File: config.mk
export PLATFORM = sky130hd
export DESIGN_NAME = xbus_arb
export DESIGN_NICKNAME = d
export VERILOG_FILES = /design/src/rtl/xbus_arb_pkg.sv /design/src/rtl/xbus_arb_fsm.sv /design/src/rtl/xbus_arb_halt.sv /design/src/rtl/xbus_arb.sv
export SDC_FILE = /design/constraint.sdc
export NUM_CORES = 1
export LEC_CHECK = 0
export ABC_AREA = 1
export BUFFER_PORTS_ARGS = -buffer_cell sky130_fd_sc_hd__buf_2
export CORE_AREA = 4 4 41 43
export DETAILED_ROUTE_END_ITERATION = 10
export DIE_AREA = 0 0 45 47
export PLACE_DENSITY = 0.4
export SLEW_MARGIN = 30
export SYNTH_ARGS = -nofsm -noshare
export SYNTH_HDL_FRONTEND = slang
export SYNTH_SLANG_ARGS = --single-unit
File: constraint.sdc
create_clock -name clk -period 1.5 [get_ports clk]
set_input_delay 0.3 -clock clk [delete_from_list [all_inputs] [get_ports clk]]
set_output_delay 0.3 -clock clk [all_outputs]
set_load 0.02 [all_outputs]
File: src/rtl/xbus_arb_pkg.sv
// Shared types for the external bus hand-over arbiter.
package xbus_arb_pkg;
    // Ownership phase of the external bus.
    typedef enum logic [1:0] {
        PH_OWN     = 2'd0,  // core owns and drives the bus
        PH_GRANTED = 2'd1,  // external master owns the bus
        PH_GAP     = 2'd2   // grant withdrawn, drivers still off
    } bus_phase_t;
endpackage

File: src/rtl/xbus_arb_fsm.sv
// Ownership sequencer. Moves the bus between the core and an external
// master. Assumes acc_done is only 1 in the last cycle of an access that
// has acc_busy at 1. GAP_CYC must be at least 1.
module xbus_arb_fsm
    import xbus_arb_pkg::*;
#(
    parameter int GAP_CYC = 1
) (
    input  logic       clk,
    input  logic       rst_n,
    input  logic       bus_req,
    input  logic       acc_busy,
    input  logic       acc_done,
    output bus_phase_t phase
);
    localparam int CW = (GAP_CYC > 1) ? $clog2(GAP_CYC) : 1;

    bus_phase_t    phase_q;
    logic [CW-1:0] gap_cnt;
    logic          safe_edge;

    // A hand-over is safe when no access runs past this cycle.
    always_comb safe_edge = !acc_busy || acc_done;

    // Phase register and driver turn-on delay counter.
    always_ff @(posedge clk) begin
        if (!rst_n) begin
            phase_q <= PH_OWN;
            gap_cnt <= '0;
        end else begin
            unique case (phase_q)
                PH_OWN: begin
                    if (bus_req && safe_edge) phase_q <= PH_GRANTED;
                end
                PH_GRANTED: begin
                    if (!bus_req) begin
                        phase_q <= PH_GAP;
                        gap_cnt <= CW'(GAP_CYC - 1);
                    end
                end
                PH_GAP: begin
                    if (gap_cnt == '0) phase_q <= PH_OWN;
                    else               gap_cnt <= gap_cnt - 1'b1;
                end
                default: phase_q <= PH_OWN;
            endcase
        end
    end

    assign phase = phase_q;
endmodule

File: src/rtl/xbus_arb_halt.sv
// Core-side control. Decides the core stall and whether a new external
// access may start, from the ownership phase. Purely combinational.
module xbus_arb_halt
    import xbus_arb_pkg::*;
(
    input  bus_phase_t phase,
    input  logic       go_mode,
    input  logic       acc_need,
    output logic       core_halt,
    output logic       acc_permit
);
    // Stall: always when granted without go mode, otherwise only on need.
    always_comb begin
        unique case (phase)
            PH_GRANTED: core_halt = !go_mode || acc_need;
            PH_GAP:     core_halt = acc_need;
            default:    core_halt = 1'b0;
        endcase
    end

    // New accesses may start only while the core owns the drivers.
    always_comb acc_permit = (phase == PH_OWN);
endmodule

File: src/rtl/xbus_arb.sv
// External bus request/grant arbiter, top level. Grants the external
// bus at a safe cycle boundary, three-states the interface and stalls
// the core as the go mode dictates. Synchronous active-low reset.
module xbus_arb
    import xbus_arb_pkg::*;
#(
    parameter int GAP_CYC = 1
) (
    input  logic clk,
    input  logic rst_n,
    input  logic bus_req,
    input  logic acc_busy,
    input  logic acc_done,
    input  logic acc_need,
    input  logic go_mode,
    output logic bus_grant,
    output logic bus_drv_en,
    output logic core_halt,
    output logic acc_permit
);
    bus_phase_t phase;

    xbus_arb_fsm #(.GAP_CYC(GAP_CYC)) u_fsm (
        .clk      (clk),
        .rst_n    (rst_n),
        .bus_req  (bus_req),
        .acc_busy (acc_busy),
        .acc_done (acc_done),
        .phase    (phase)
    );

    xbus_arb_halt u_halt (
        .phase      (phase),
        .go_mode    (go_mode),
        .acc_need   (acc_need),
        .core_halt  (core_halt),
        .acc_permit (acc_permit)
    );

    // Pin decode of the ownership phase.
    always_comb begin
        bus_grant  = (phase == PH_GRANTED);
        bus_drv_en = (phase == PH_OWN);
    end
endmodule

# After elaboration in Yosys (flattened, before gate mapping)
# Index checks and enable logic that the tools add are counted.
dict set report word_totals {
  regBits 3
  wordCells 25
}
dict set report op_classes {
  n_addsub 1
  n_eq_ne 5
  muxes 8
  n_reduce_logical 9
}
# cell count
set op_table {}
lappend op_table {{two-way mux 2 bit} 3}
lappend op_table {{case mux 2 bit (3 select lines)} 1}
lappend op_table {{!= test 2 bit (second input constant)} 2}
lappend op_table {{case mux 1 bit (2 select lines)} 2}
lappend op_table {{AND reduction 3 bit} 1}
lappend op_table {{equality test 2 x 1 -> 1 bit (second input constant)} 1}
lappend op_table {{equality test 2 bit (second input constant)} 1}
lappend op_table {{logical NOT 1 bit} 2}
lappend op_table {{logical NOT 2 bit} 1}
lappend op_table {{logical OR 1 bit} 2}
lappend op_table {{two-way mux 1 bit} 2}
lappend op_table {{!= test 2 x 1 -> 1 bit (second input constant)} 1}
lappend op_table {{AND reduction 2 bit} 1}
lappend op_table {{nonzero test 2 bit} 1}
lappend op_table {{logical AND 1 bit} 1}
lappend op_table {{subtractor 1 bit (second input constant)} 1}

# Logic depth before layout (Yosys ltp)
dict set report logic_depth {
  ltp_word 5
  ltp_mapped 8
  depth_no_buf 8
}

# Cells and area by module
# Synthesis repeated with hierarchy kept, for this count alone.
dict set report hier_totals {
  cells_unflattened 23
  hier_area_um2 157.7
}
# module instances cells_per_inst area_each_um2 seq_area_each_um2
set modules_own_cells {}
lappend modules_own_cells {xbus_arb_fsm 1 11 81.3 40.0}
lappend modules_own_cells {xbus_arb_halt 1 9 62.6 0.0}
lappend modules_own_cells {xbus_arb 1 3 13.8 0.0}

# Least setup slack after synthesis
# Ideal clock, no wire load.
dict set report synth_timing {
  path_type {register to output}
  start {reg u_fsm.phase_q[0] (netlist: u_fsm.phase[0])}
  end {out core_halt}
  arrival_ns 1.030
  slack_ns 0.170
  path_stages_with_launch 5
  cell_sequence {dfxtp_1 -> inv_1 -> ha_1 -> o21ai_0 -> nor2_1}
}
dict set report synth_between {
  elab_chain_cells 2
}
# item line
set synth_rtl {}
lappend synth_rtl {{start: declaration} xbus_arb_fsm.sv:18} ;# bus_phase_t phase_q;
lappend synth_rtl {{start signal: assignment} xbus_arb_fsm.sv:28} ;# phase_q <= PH_OWN;
lappend synth_rtl {{start signal: assignment} xbus_arb_fsm.sv:33} ;# if (bus_req && safe_edge) phase_q <= PH_GRANTED;
lappend synth_rtl {{start signal: assignment} xbus_arb_fsm.sv:37} ;# phase_q <= PH_GAP;
lappend synth_rtl {{equality test 2 bit or equality test 2 x 1 -> 1 bit (tied branches)} xbus_arb_halt.sv:14} ;# unique case (phase)
lappend synth_rtl {{case mux 1 bit (2 select lines) (*)} xbus_arb_halt.sv:14}
lappend synth_rtl {{end: declaration} xbus_arb.sv:18} ;# output logic core_halt,
# Every way passes the cells marked *; elsewhere a longest branch is shown, timed or not.

# Worst setup path in the final report
# Ends and elaborated chain as after synthesis.

==> results by group <==
Run status
  • Status: finished clean

Critical path
  • Reg2reg setup slack: roughly 0.44 ns
  • Crit-path max FO: 3
  • Slowest cell delay on critical path: roughly 0.37 ns
  • Kind of critical path: reg2out
  • Worst flop-to-flop path endpoint: u_fsm.phase[1]
  • R2r startpoint: u_fsm.phase[1]
  • CP max-delay cell: dfxtp_4
  • Startpoint class of the critical path: register
  • Worst Path Required: between 1 and 1.5 ns
  • Cell Chain, Critical Path: inv_4 -> ha_4 -> o21ai_2 -> nor2_1 -> buf_4
  • FF-to-FF path depth: 8
  • Worst Setup End Kind: output pin
  • Crit path DAT: 1.14 ns

Synthesis
  • Mapped Nets: 40
  • Synth top area cells: ha_1, dfxtp_1, nand2_1, inv_1, nor2_1
  • Simple-gate share of the synthesized area: 25.5%
  • Top cells by count, synth: nand2_1, inv_1, ha_1
  • Largest family of logic cells by synthesized area: adder cells
  • Most used DFF post-synth: dfxtp_1
  • Post-synth top area share: between 20% and 30%
  • Synth Area in Compound Gates: under 10%
  • Yosys cell types: 9
  • Seq/Total Area, Yosys: between 20% and 30%
  • Post-synth top area cell: ha_1
  • Mux share of post-synthesis cell area: 0%
  • Syn Std Cell Area: around 190 um2
  • Yosys warns: 0
  • Syn avg cell area: 6.43 um2
  • Synth Area in Adders: between 20% and 30%
  • Post-synth EDFFs: 0
  • Async set-reset flop share out of synthesis: 0%
  • Seq cells post-synth: 2
  • Most frequent cell after synthesis: nand2_1
  • XOR/XNOR share of the synthesized area: 0%
  • Post-Synthesis Cells: 29

Global route
  • GRT Total Usage: between 4 and 5%
  • Initial antenna violation count: 0
  • First-pass GRT wire length: 621 um
  • Vias in the first global route: approximately 180
  • Residual overflow from global routing: 0
  • Largest net degree at the start of global routing: 5

STA
  • Final Hold Fails: 0
  • Crit share post-route: 96.1%
  • Final Max Slew Viols: 0
  • Max_slew headroom: around 93%
  • Unrepaired setup endpoints after global routing: true
  • Worst slew pin tran: approximately 0.11 ns
  • Max Freq: about 700 MHz
  • Clock skew: about 0.0036 ns
  • Period minus WS final: ~1.4 ns
  • # setup viols final: 0
  • TNS Setup: 0 ns

Worst hold path
  • Hold path endpoint: u_fsm.phase[0]
  • Hold path depth: 3
  • Hold Path Class: in2reg
  • Min-delay src: rst_n

Placed design
  • Placed cells: 53
  • Count of buffers from port buffering: 10
  • Placement-stage cell area: around 250 um2
  • Gp weighted congestion: around 0.66
  • DP HPWL: around 330 um

Floorplan
  • Full die area: 0.00212 mm2
  • # rows: 13
  • Core area: 0.00130 mm2
  • Die Y: between 40 and 50 um
  • Initial Utilization: around 14%
  • Ports: 11
  • Die Wd: approximately 45 um

Drt
  • Routed WL: between 300 and 400 um
  • Remaining antenna violation count: 0
  • TritonRoute pass-1 iters: 2
  • Residual DRC: 0
  • 1st-iter DRT viols: 1
  • Via count: between 150 and 200
  • Vias/cell: ~3.3
  • WL/cell: roughly 6.7 um

Clock network
  • Clock tree buffer depth: 2
  • Cts hold-fix bufs: 0
  • CTS H-tree depth: 1
  • Root buffer cell: clkbuf_4
  • Clk sinks: 2
  • CTS Buf Count: 3
  • CTS tree: done
  • Worst-Skew Late Latency: roughly 0.22 ns
  • Clk slew on worst S/H paths: 0.03 ns

Power and ir drop
  • VDD IR max: between 200 and 300 uV
  • Pwr dens: about 1200 mW/mm2
  • Leakage: about 0.00017 uW

Layout
  • Fin nets: 54
  • Antenna diodes: 0
  • Final Util: about a quarter
  • Max reg flops: 2
  • Fin area: 309 um2
  • Area delta synth->final: 65.8%
  • Post-route insts no fill: 56
  • # fillers: around 160
  • Share of layout cells above drive strength 1: a little over 50%

Flow run
  • Max Cap Viol: 0
==> power breakdown <==
part	internal [uW]	switching [uW]	total [uW]
sequential	67.4	13.2	80.6
combinational	75.7	105	181
clock	87.9	26.5	114
total	231	145	376
==> placed cells by master (no fill, tap or decap) <==
| master | n |
|---|---|
| buf_2 | 9 |
| nand2_1 | 8 |
| inv_1 | 5 |
| nor2_1 | 3 |
| clkbuf_4 | 3 |
| a21oi_1 | 2 |
| ha_4 | 2 |
| ha_1 | 2 |
| o21ai_2 | 1 |
| inv_2 | 1 |
| inv_4 | 1 |
| nor2_2 | 1 |
| buf_4 | 1 |
| dfxtp_4 | 1 |
| dfxtp_2 | 1 |
==> critical path, delay by kind of cell (launching register included) <==
kind	cells	cell delay [ns]
AND/OR/NAND/NOR	1	0.08
AO/OA/AOI/OAI	1	0.04
buffers and inverters	2	0.19
adder cells (fa/ha/maj)	1	0.25
flip-flops	1	0.37
==> per-layer routing <==
layer / global-route usage [%] / part of all wire [%] / up-vias
met3: 1.15 / 7.7 / 0
met5: 0 / 0 / -
met1: 5.19 / 50 / 71
met4: 3.51 / 0 / 0
met2: 5.65 / 43 / 6
li1: - / - / 108
==> final cells by class <==
| type | count | area [um2] | area share [%] |
|---|---|---|---|
| sequential | 2 | 45.0 | 14.6 |
| multi-input combinational | 19 | 141 | 45.7 |
| timing repair buffer | 10 | 52.6 | 17.0 |
| inverter | 7 | 28.8 | 9.31 |
| clock buffer | 3 | 22.5 | 7.29 |
| tap | 15 | 18.8 | 6.07 |
==> cells by family (layout without fill, tap and decap cells) <==
group | count (synthesis) | after routing
adder cells (fa/ha/maj) | 4 | 4
buffers and inverters | 8 | 20
AO/OA/AOI/OAI | 3 | 3
flip-flops | 2 | 2
AND/OR/NAND/NOR | 12 | 12
==> how the worst max path moves through the flow <==
stage	startpoint	to	slack, ns	cells past startpoint
finish	u_fsm.phase[0]	core_halt	0.06	5
global route	u_fsm.phase[0]	core_halt	-0.03	5
CTS	u_fsm.phase[1]	core_halt	0.009	5
detailed placement	u_fsm.phase[1]	core_halt	0.16	5
global placement	u_fsm.phase[0]	core_halt	0.15	5
floorplan	u_fsm.phase[0]	core_halt	0.17	4
==> through the flow <==
stage / setup WS (ns) / power (uW) / hold WS (ns)
after global routing: -0.0273 / 413 / 0.348
after CTS: 0.00930 / 356 / 0.313
after floorplan: 0.170 / 194 / 0.423
after detailed placement: 0.161 / 225 / 0.522
final: 0.0578 / 376 / 0.319
after global placement: 0.151 / 226 / 0.513
==> timing repair <==
action / in CTS / in global routing
pin swaps: 0 / 1
setup buffers: 0 / 0
endpoints found under the setup margin: 1 / 1
resized for setup: 6 / 6
(Power assumes the default switching activity.)
